==> src/rtl/rampAdcPkg.sv <==
package rampAdcPkg;

  typedef enum logic [1:0] {
    CONV_IDLE     = 2'd0,
    CONV_RUN      = 2'd1,
    CONV_FINISHED = 2'd2
  } convState_e;

  // Strobes from control to datapath, at most a few active per cycle.
  typedef struct packed {
    logic clrCode;
    logic incCode;
    logic loadSettle;
    logic decSettle;
    logic captureResult;
  } stepStrobes_t;

endpackage

==> src/rtl/rampAdcDatapath.sv <==
module rampAdcDatapath
  import rampAdcPkg::*;
#(
  parameter int CODE_W     = 8,
  parameter int SETTLE_CYC = 2
) (
  input  logic              clk,
  input  logic              rstN,
  input  stepStrobes_t      strobes,
  output logic [CODE_W-1:0] codeQ,
  output logic [CODE_W-1:0] resultQ,
  output logic              codeAtMax,
  output logic              settleDone
);

  localparam int SETTLE_W = (SETTLE_CYC > 0) ? $clog2(SETTLE_CYC + 1) : 1;

  // Ramp counter feeding the DAC.
  always_ff @(posedge clk or negedge rstN) begin
    if (!rstN) begin
      codeQ <= '0;
    end else if (strobes.clrCode) begin
      codeQ <= '0;
    end else if (strobes.incCode) begin
      codeQ <= codeQ + 1'b1;
    end
  end

  // Result register: loaded only on completion.
  always_ff @(posedge clk or negedge rstN) begin
    if (!rstN) begin
      resultQ <= '0;
    end else if (strobes.captureResult) begin
      resultQ <= codeQ;
    end
  end

  assign codeAtMax = &codeQ;

  // Settling timer: omitted entirely when no wait is configured.
  generate
    if (SETTLE_CYC == 0) begin : gNoSettle
      logic unusedSettleStrobes;
      assign unusedSettleStrobes = strobes.loadSettle ^ strobes.decSettle;
      assign settleDone = 1'b1;
    end else begin : gSettle
      logic [SETTLE_W-1:0] settleCnt;
      always_ff @(posedge clk or negedge rstN) begin
        if (!rstN) begin
          settleCnt <= '0;
        end else if (strobes.loadSettle) begin
          settleCnt <= SETTLE_W'(SETTLE_CYC);
        end else if (strobes.decSettle && settleCnt != '0) begin
          settleCnt <= settleCnt - 1'b1;
        end
      end
      assign settleDone = (settleCnt == '0);
    end
  endgenerate

endmodule

==> src/rtl/rampAdcControl.sv <==
module rampAdcControl
  import rampAdcPkg::*;
(
  input  logic         clk,
  input  logic         rstN,
  input  logic         startReq,
  input  logic         cmpHigh,
  input  logic         codeAtMax,
  input  logic         settleDone,
  output stepStrobes_t strobes,
  output logic         convBusy,
  output logic         doneFlag,
  output logic         overflowFlag
);

  convState_e state, nextState;
  logic setOvf, clrOvf;

  always_comb begin
    nextState = state;
    strobes   = '0;
    setOvf    = 1'b0;
    clrOvf    = 1'b0;
    unique case (state)
      CONV_IDLE, CONV_FINISHED: begin
        if (startReq) begin
          strobes.clrCode    = 1'b1;
          strobes.loadSettle = 1'b1;
          clrOvf             = 1'b1;
          nextState          = CONV_RUN;
        end
      end
      CONV_RUN: begin
        if (!settleDone) begin
          strobes.decSettle = 1'b1;
        end else if (!cmpHigh) begin
          strobes.captureResult = 1'b1;
          nextState             = CONV_FINISHED;
        end else if (codeAtMax) begin
          strobes.captureResult = 1'b1;
          setOvf                = 1'b1;
          nextState             = CONV_FINISHED;
        end else begin
          strobes.incCode    = 1'b1;
          strobes.loadSettle = 1'b1;
        end
      end
      default: nextState = CONV_IDLE;
    endcase
  end

  always_ff @(posedge clk or negedge rstN) begin
    if (!rstN) begin
      state <= CONV_IDLE;
    end else begin
      state <= nextState;
    end
  end

  always_ff @(posedge clk or negedge rstN) begin
    if (!rstN) begin
      overflowFlag <= 1'b0;
    end else if (clrOvf) begin
      overflowFlag <= 1'b0;
    end else if (setOvf) begin
      overflowFlag <= 1'b1;
    end
  end

  assign convBusy = (state == CONV_RUN);
  assign doneFlag = (state == CONV_FINISHED);

endmodule

==> src/rtl/rampAdcSeq.sv <==
module rampAdcSeq
  import rampAdcPkg::*;
#(
  parameter int CODE_W     = 8,
  parameter int SETTLE_CYC = 2
) (
  input  logic              clk,
  input  logic              rstN,
  input  logic              startReq,
  input  logic              cmpHigh,
  output logic [CODE_W-1:0] dacCode,
  output logic [CODE_W-1:0] resultCode,
  output logic              doneFlag,
  output logic              overflowFlag
);

  stepStrobes_t strobes;
  logic codeAtMax, settleDone, convBusy;

  rampAdcControl ctrl_i (
    .clk          (clk),
    .rstN         (rstN),
    .startReq     (startReq),
    .cmpHigh      (cmpHigh),
    .codeAtMax    (codeAtMax),
    .settleDone   (settleDone),
    .strobes      (strobes),
    .convBusy     (convBusy),
    .doneFlag     (doneFlag),
    .overflowFlag (overflowFlag)
  );

  rampAdcDatapath #(
    .CODE_W     (CODE_W),
    .SETTLE_CYC (SETTLE_CYC)
  ) dp_i (
    .clk        (clk),
    .rstN       (rstN),
    .strobes    (strobes),
    .codeQ      (dacCode),
    .resultQ    (resultCode),
    .codeAtMax  (codeAtMax),
    .settleDone (settleDone)
  );

endmodule

==> config.mk <==
export PLATFORM = sky130hd
export DESIGN_NAME = rampAdcSeq
export DESIGN_NICKNAME = d
export VERILOG_FILES = /design/src/rtl/rampAdcPkg.sv /design/src/rtl/rampAdcDatapath.sv /design/src/rtl/rampAdcControl.sv /design/src/rtl/rampAdcSeq.sv
export SDC_FILE = /design/constraint.sdc
export NUM_CORES = 1
export LEC_CHECK = 0
export CORE_MARGIN = 5
export CORE_UTILIZATION = 49
export DETAILED_ROUTE_END_ITERATION = 10
export DONT_BUFFER_PORTS = 1
export GPL_ROUTABILITY_DRIVEN = 0
export PLACE_DENSITY = 0.68
export SKIP_LAST_GASP = 1
export SLEW_MARGIN = 20
export SYNTH_ARGS = -nofsm -noshare
export SYNTH_HDL_FRONTEND = slang
export SYNTH_SLANG_ARGS = --single-unit
==> constraint.sdc <==
create_clock -name clk -period 4.3 [get_ports clk]
set_input_delay 0.43 -clock clk [delete_from_list [all_inputs] [get_ports clk]]
set_output_delay 0.43 -clock clk [all_outputs]
set_load 0.05 [all_outputs]
# Word level (Yosys, flattened, before mapping)
# Cells that the tools add are included.
# word_totals
register_bits,21
in_bits,4
output_inout_bits,18
word_cells,48
# classes
n_addsub,2
n_eq_ne,5
muxes,26
reduce_logical,10
# ops
operator,count
2-bit 2-to-1 mux,10
8-bit 2-to-1 mux,2
1-bit 2-to-1 mux,12
"8-bit by 1-bit adder with 8-bit output, second input constant",1
8-bit AND reduction,1
2-bit nonzero test,4
2-bit zero test,2
2-bit case mux with 2 select lines,1
"3-bit inequality test, second input constant",1
3-bit AND reduction,1
"2-bit by 1-bit equality test with 1-bit output, second input constant",1
"2-bit equality test, second input constant",1
"2-bit by 1-bit inequality test with 1-bit output, second input constant",1
"2-bit inequality test, second input constant",1
1-bit case mux with 2 select lines,1
2-bit OR reduction,1
"2-bit by 1-bit subtractor with 2-bit output, second input constant",1
1-bit logical AND,1

# Logic depth before layout (Yosys ltp)
# depth
word_depth,8
depth_mapped,6

# Hierarchy
# From an unflattened synthesis, not the netlist that was laid out.
# hier_totals
cells_unflattened,88
area_unflattened_um2,992.2
# by_module_without_submodules
mod,n_inst,cells_each,area_each_um2
rampAdcDatapath,1,66,789.5
rampAdcControl,1,22,202.7

# Least setup slack after synthesis
# OpenSTA, ideal clock, no wires.
# synth_timing
kind,register to register
start,reg dp_i.codeQ[0]
end,reg dp_i.resultQ[0]
setup_time_ns,0.125
arrival_ns,1.756
path_slack_ns,2.420
stages_incl_launch_ff,6
n_path_buf,0
synth_period_minus_slack_ns,1.880
cell_sequence,dfrtp_1 > ha_1 > nand3_1 > o21ai_2 > nand4b_4 > mux2_2
# synth_via
elab_chain_cells,5
# synth_lines
item,line,source
start: declaration,rampAdcDatapath.sv:10,"output logic [CODE_W-1:0] codeQ,"
start signal: assignment,rampAdcDatapath.sv:25,codeQ <= codeQ + 1'b1;
8-bit AND reduction,rampAdcDatapath.sv:38,assign codeAtMax = &codeQ;
1-bit 2-to-1 mux,rampAdcControl.sv:39,end else if (codeAtMax) begin
1-bit 2-to-1 mux,rampAdcControl.sv:36,end else if (!cmpHigh) begin
1-bit 2-to-1 mux,rampAdcControl.sv:34,if (!settleDone) begin
2-bit 2-to-1 mux,rampAdcControl.sv:24,unique case (state)
end signal: assignment,rampAdcDatapath.sv:34,resultQ <= codeQ;
end: declaration,rampAdcDatapath.sv:11,"output logic [CODE_W-1:0] resultQ,"
# Several ways; a longest one is shown, not always the timed one.
# A chain may end at the register's enable or synchronous reset.

# Worst setup path in the final report
# layout_timing
start,reg dp_i.codeQ[3]
end,reg dp_i.resultQ[0]
# layout_via
elab_chain_cells,5
# layout_lines
item,line
8-bit AND reduction,rampAdcDatapath.sv:38
1-bit 2-to-1 mux,rampAdcControl.sv:39
1-bit 2-to-1 mux,rampAdcControl.sv:36
1-bit 2-to-1 mux,rampAdcControl.sv:34
2-bit 2-to-1 mux,rampAdcControl.sv:24
# Every way passes these cells.

==> impl_metrics.csv <==
group,metric,value,unit
global_route,grt_use_total,0.139,
setup_path,cp-start-kind,"flip-flop",
clock_tree,cts-root-buf,"clkbuf_4",
timing,drv_slew,0,
global_route,grt_pass1_vias,714,
global_route,grt.busiest_layer,"met2",
synth,avgSynthCellArea,11.1,µm²
clock_tree,cts_setup_buffers,0,
setup_path,crit_slowest_cell,"dfrtp_1",
clock_tree,numClockSinks,21,
global_route,use_met1,0.187,
cells_and_area,final_cell_mix,"21 x dfrtp_1, 8 x mux2_2, 8 x o21ai_0",
pwr,p_leak,0.502,nW
pwr,pwr-share-clk,0.167,
global_route,grt_use_met2,0.224,
pwr,p_per_area,532,nW/µm²
synth,seq_area_frac_synth,0.530,
synth,async_reset_ff_frac,1.00,
timing,relSlewSlack,0.371,
timing,min_period_over_period,0.486,
detailed_routing,drtIter0Drc,6,
cells_and_area,areaGrowthSynthToFinish,6.56,%
setup_path,crit_chain,"nand4_1, o21ai_2, nand4b_4, mux2_2",
timing,worstMarginPinSlew,0.941,ns
timing,hold_violations,0,
clock_tree,cts_resized,0,
timing,rsz0062_at_grt,"false",
global_route,grt_pass1_wl,3.06,mm
synth,netlist_area,992,µm²
pwr,peakVddDrop,0.358,mV
clock_tree,cts_htree_levels,1,
synth,syn_inst,89,
floorplan,placeableCoreArea,1940,µm²
floorplan,die_x,55,µm
synth,synth_edf_count,0,
floorplan,die-area,3030,µm²
outcome,status,"complete, no violations",
global_route,overflow,0,
setup_path,crit_type,"flip-flop to flip-flop",
floorplan,io_pins,22,
pwr,power.net_switching,0.000230,W
setup_path,cp_data_arrival_time,2.28,ns
floorplan,initial_core_util,0.511,
cells_and_area,layout_commonest_cell,"dfrtp_1",
synth,ys.flop_type,"dfrtp_1",
timing,fin_tns_setup,0,ns
synth,ys_ff_latch,21,
place,dpl_worst_slack,2.24,ns
cells_and_area,antennaDiodeCount,0,
synth,ys_types,30,
detailed_routing,vias_per_cell,5.59,
place,dpl.hpwl,1.37,mm
place,io_buffer_count,0,
timing,worst_slack,2.21,ns
clock_tree,cts_inserted_buffers,3,
timing,timing.fmax,479,MHz
cells_and_area,drive_gt1_frac,0.183,
floorplan,rows,16,
synth,syn_nets,95,
setup_path,worstPathRequired,4.49,ns
clock_tree,cts_buffer_depth,2,
clock_tree,clk_pin_slew_worst_paths,0.12,ns
detailed_routing,wl_per_cell,15.0,µm
global_route,grt_antenna_before_repair,0,
detailed_routing,drc_errors,0,
detailed_routing,wl,1.80,mm
floorplan,dieHeight,55,µm
cells_and_area,nets,100,
pwr,power_frac_seq,0.589,
run,maxCapViolCount,0,
cells_and_area,fillers,194,
timing,worst_clock_skew,0.00541,ns
pwr,p_comb_frac,0.243,
detailed_routing,drtPass1Iterations,4,
pwr,switching_share,0.410,
detailed_routing,ant_nets,0,
global_route,grt_use_met3,0.0375,
setup_path,cpPeakStageDelay,0.78,ns
clock_tree,cts_tree,"done",
clock_tree,clk_latency,0.29,ns
detailed_routing,num_vias,671,
setup_path,crit_fanout,9,
global_route,grt_max_degree,22,
timing,setup_viol,0,
timing,fin_crit,2.09,ns
setup_path,cp-end-kind,"flip-flop",
pwr,p_int,0.000332,W
hold_path,hold_class,"primary input to flip-flop",
synth,yosysWarnings,0,
==> repair_timing <==
action,4_1_cts,5_1_grt
setup endpoints to repair,0,0
hold buffers,1,0
hold endpoints to repair,21,0
==> power groups by stage <==
stage	clock network, W	registers, W	logic (W)
floorplan	0	0.000316	0.000129
global placement	0	0.000335	0.000131
detailed placement	0	0.000337	0.000134
CTS	0.0000949	0.000332	0.000139
global route	0.000103	0.000338	0.000156
finish	0.0000941	0.000331	0.000137
==> critical path, delay by kind of cell, from the launching register on <==
family,cells,cell delay [ns]
simple gates,2,0.55
mux,1,0.33
flops,1,0.78
compound gates,1,0.31
==> cell type report <==
cell class / count / area [µm²] / area share
clock buffer: 4 / 26.3 / 0.0249
inverter: 4 / 15.0 / 0.0142
multi-input combinational: 63 / 447 / 0.422
sequential: 21 / 526 / 0.497
tap: 27 / 33.8 / 0.0320
timing repair buffer: 1 / 10.0 / 0.00947
==> state kept, by name, indices dropped and copies added, names as in the netlist <==
signal                  cells
dp_i.resultQ                8
ctrl_i.overflowFlag         1
ctrl_i.state                2
dp_i.codeQ                  8
dp_i.gSettle.settleCnt      2
==> Yosys cell counts (2+ instances only) <==
| library cell | instances | share of area |
|---|---|---|
| dfrtp_1 | 21 | 0.53 |
| mux2_2 | 8 | 0.091 |
| o21ai_0 | 8 | 0.040 |
| nand2_1 | 7 | 0.026 |
| nand3_1 | 5 | 0.025 |
| inv_1 | 4 | 0.015 |
| nor2_1 | 4 | 0.015 |
| a21o_2 | 2 | 0.018 |
| a21oi_1 | 2 | 0.010 |
| a31oi_1 | 2 | 0.013 |
| ha_1 | 2 | 0.025 |
| nand2b_1 | 2 | 0.013 |
| nand4_1 | 2 | 0.013 |
| nor2b_1 | 2 | 0.013 |
| nor3_1 | 2 | 0.010 |
| or3_1 | 2 | 0.013 |
==> cell families after synthesis <==
logic type                 after synthesis  synth area share
adders and majority gates                2            0.0252
buffers and inverters                    5            0.0202
DFF                                     21             0.530
muxes                                    8            0.0908
xor gates and xnor gates                 2            0.0177
AOI/OAI and AO/OA                       19             0.125
and+or+nand+nor                         32             0.192
==> layer usage <==
| layer | wire, µm | up-vias | share of wire |
|---|---|---|---|
| met2 | 876 | 10 | 0.49 |
| met5 | 0 | - | 0 |
| met4 | 0 | 0 | 0 |
| met3 | 103 | 0 | 0.057 |
| met1 | 823 | 330 | 0.46 |
| li1 | - | 331 | - |
==> per-stage QoR <==
| step | power, W | hold WS, ns | util | instances | instance area [µm²] |
|---|---|---|---|---|---|
| 2_1_floorplan | 0.000444 | 0.134 | - | 89 | 992 |
| 3_3_place_gp | 0.000467 | 0.135 | 0.526 | 115 | 1020 |
| 3_5_place_dp | 0.000471 | 0.135 | 0.526 | 115 | 1020 |
| 4_1_cts | 0.000566 | 0.275 | 0.544 | 120 | 1060 |
| 5_1_grt | 0.000598 | 0.274 | 0.544 | 120 | 1060 |
| 6_report | 0.000562 | 0.277 | 0.544 | 120 | 1060 |
==> worst paths after layout <==
kind                            slack (ns)  cells after the start                               endpoint                             startpoint
worst min-delay path                  0.28                      3            ctrl_i.state[1]$_DFFE_PN0P_                               startReq
min in group asynchronous             0.69                      1            dp_i.resultQ[6]$_DFFE_PN0P_                                   rstN
worst max register to register        2.21                      4            dp_i.resultQ[0]$_DFFE_PN0P_              dp_i.codeQ[3]$_DFFE_PN0P_
max in group asynchronous             3.07                      1        ctrl_i.overflowFlag$_DFFE_PN0P_                                   rstN
worst min register to register        0.54                      2  dp_i.gSettle.settleCnt[1]$_DFFE_PN0P_  dp_i.gSettle.settleCnt[1]$_DFFE_PN0P_
worst max-delay path                  2.21                      4            dp_i.resultQ[0]$_DFFE_PN0P_              dp_i.codeQ[3]$_DFFE_PN0P_
Power figures use the tool's default switching activity.
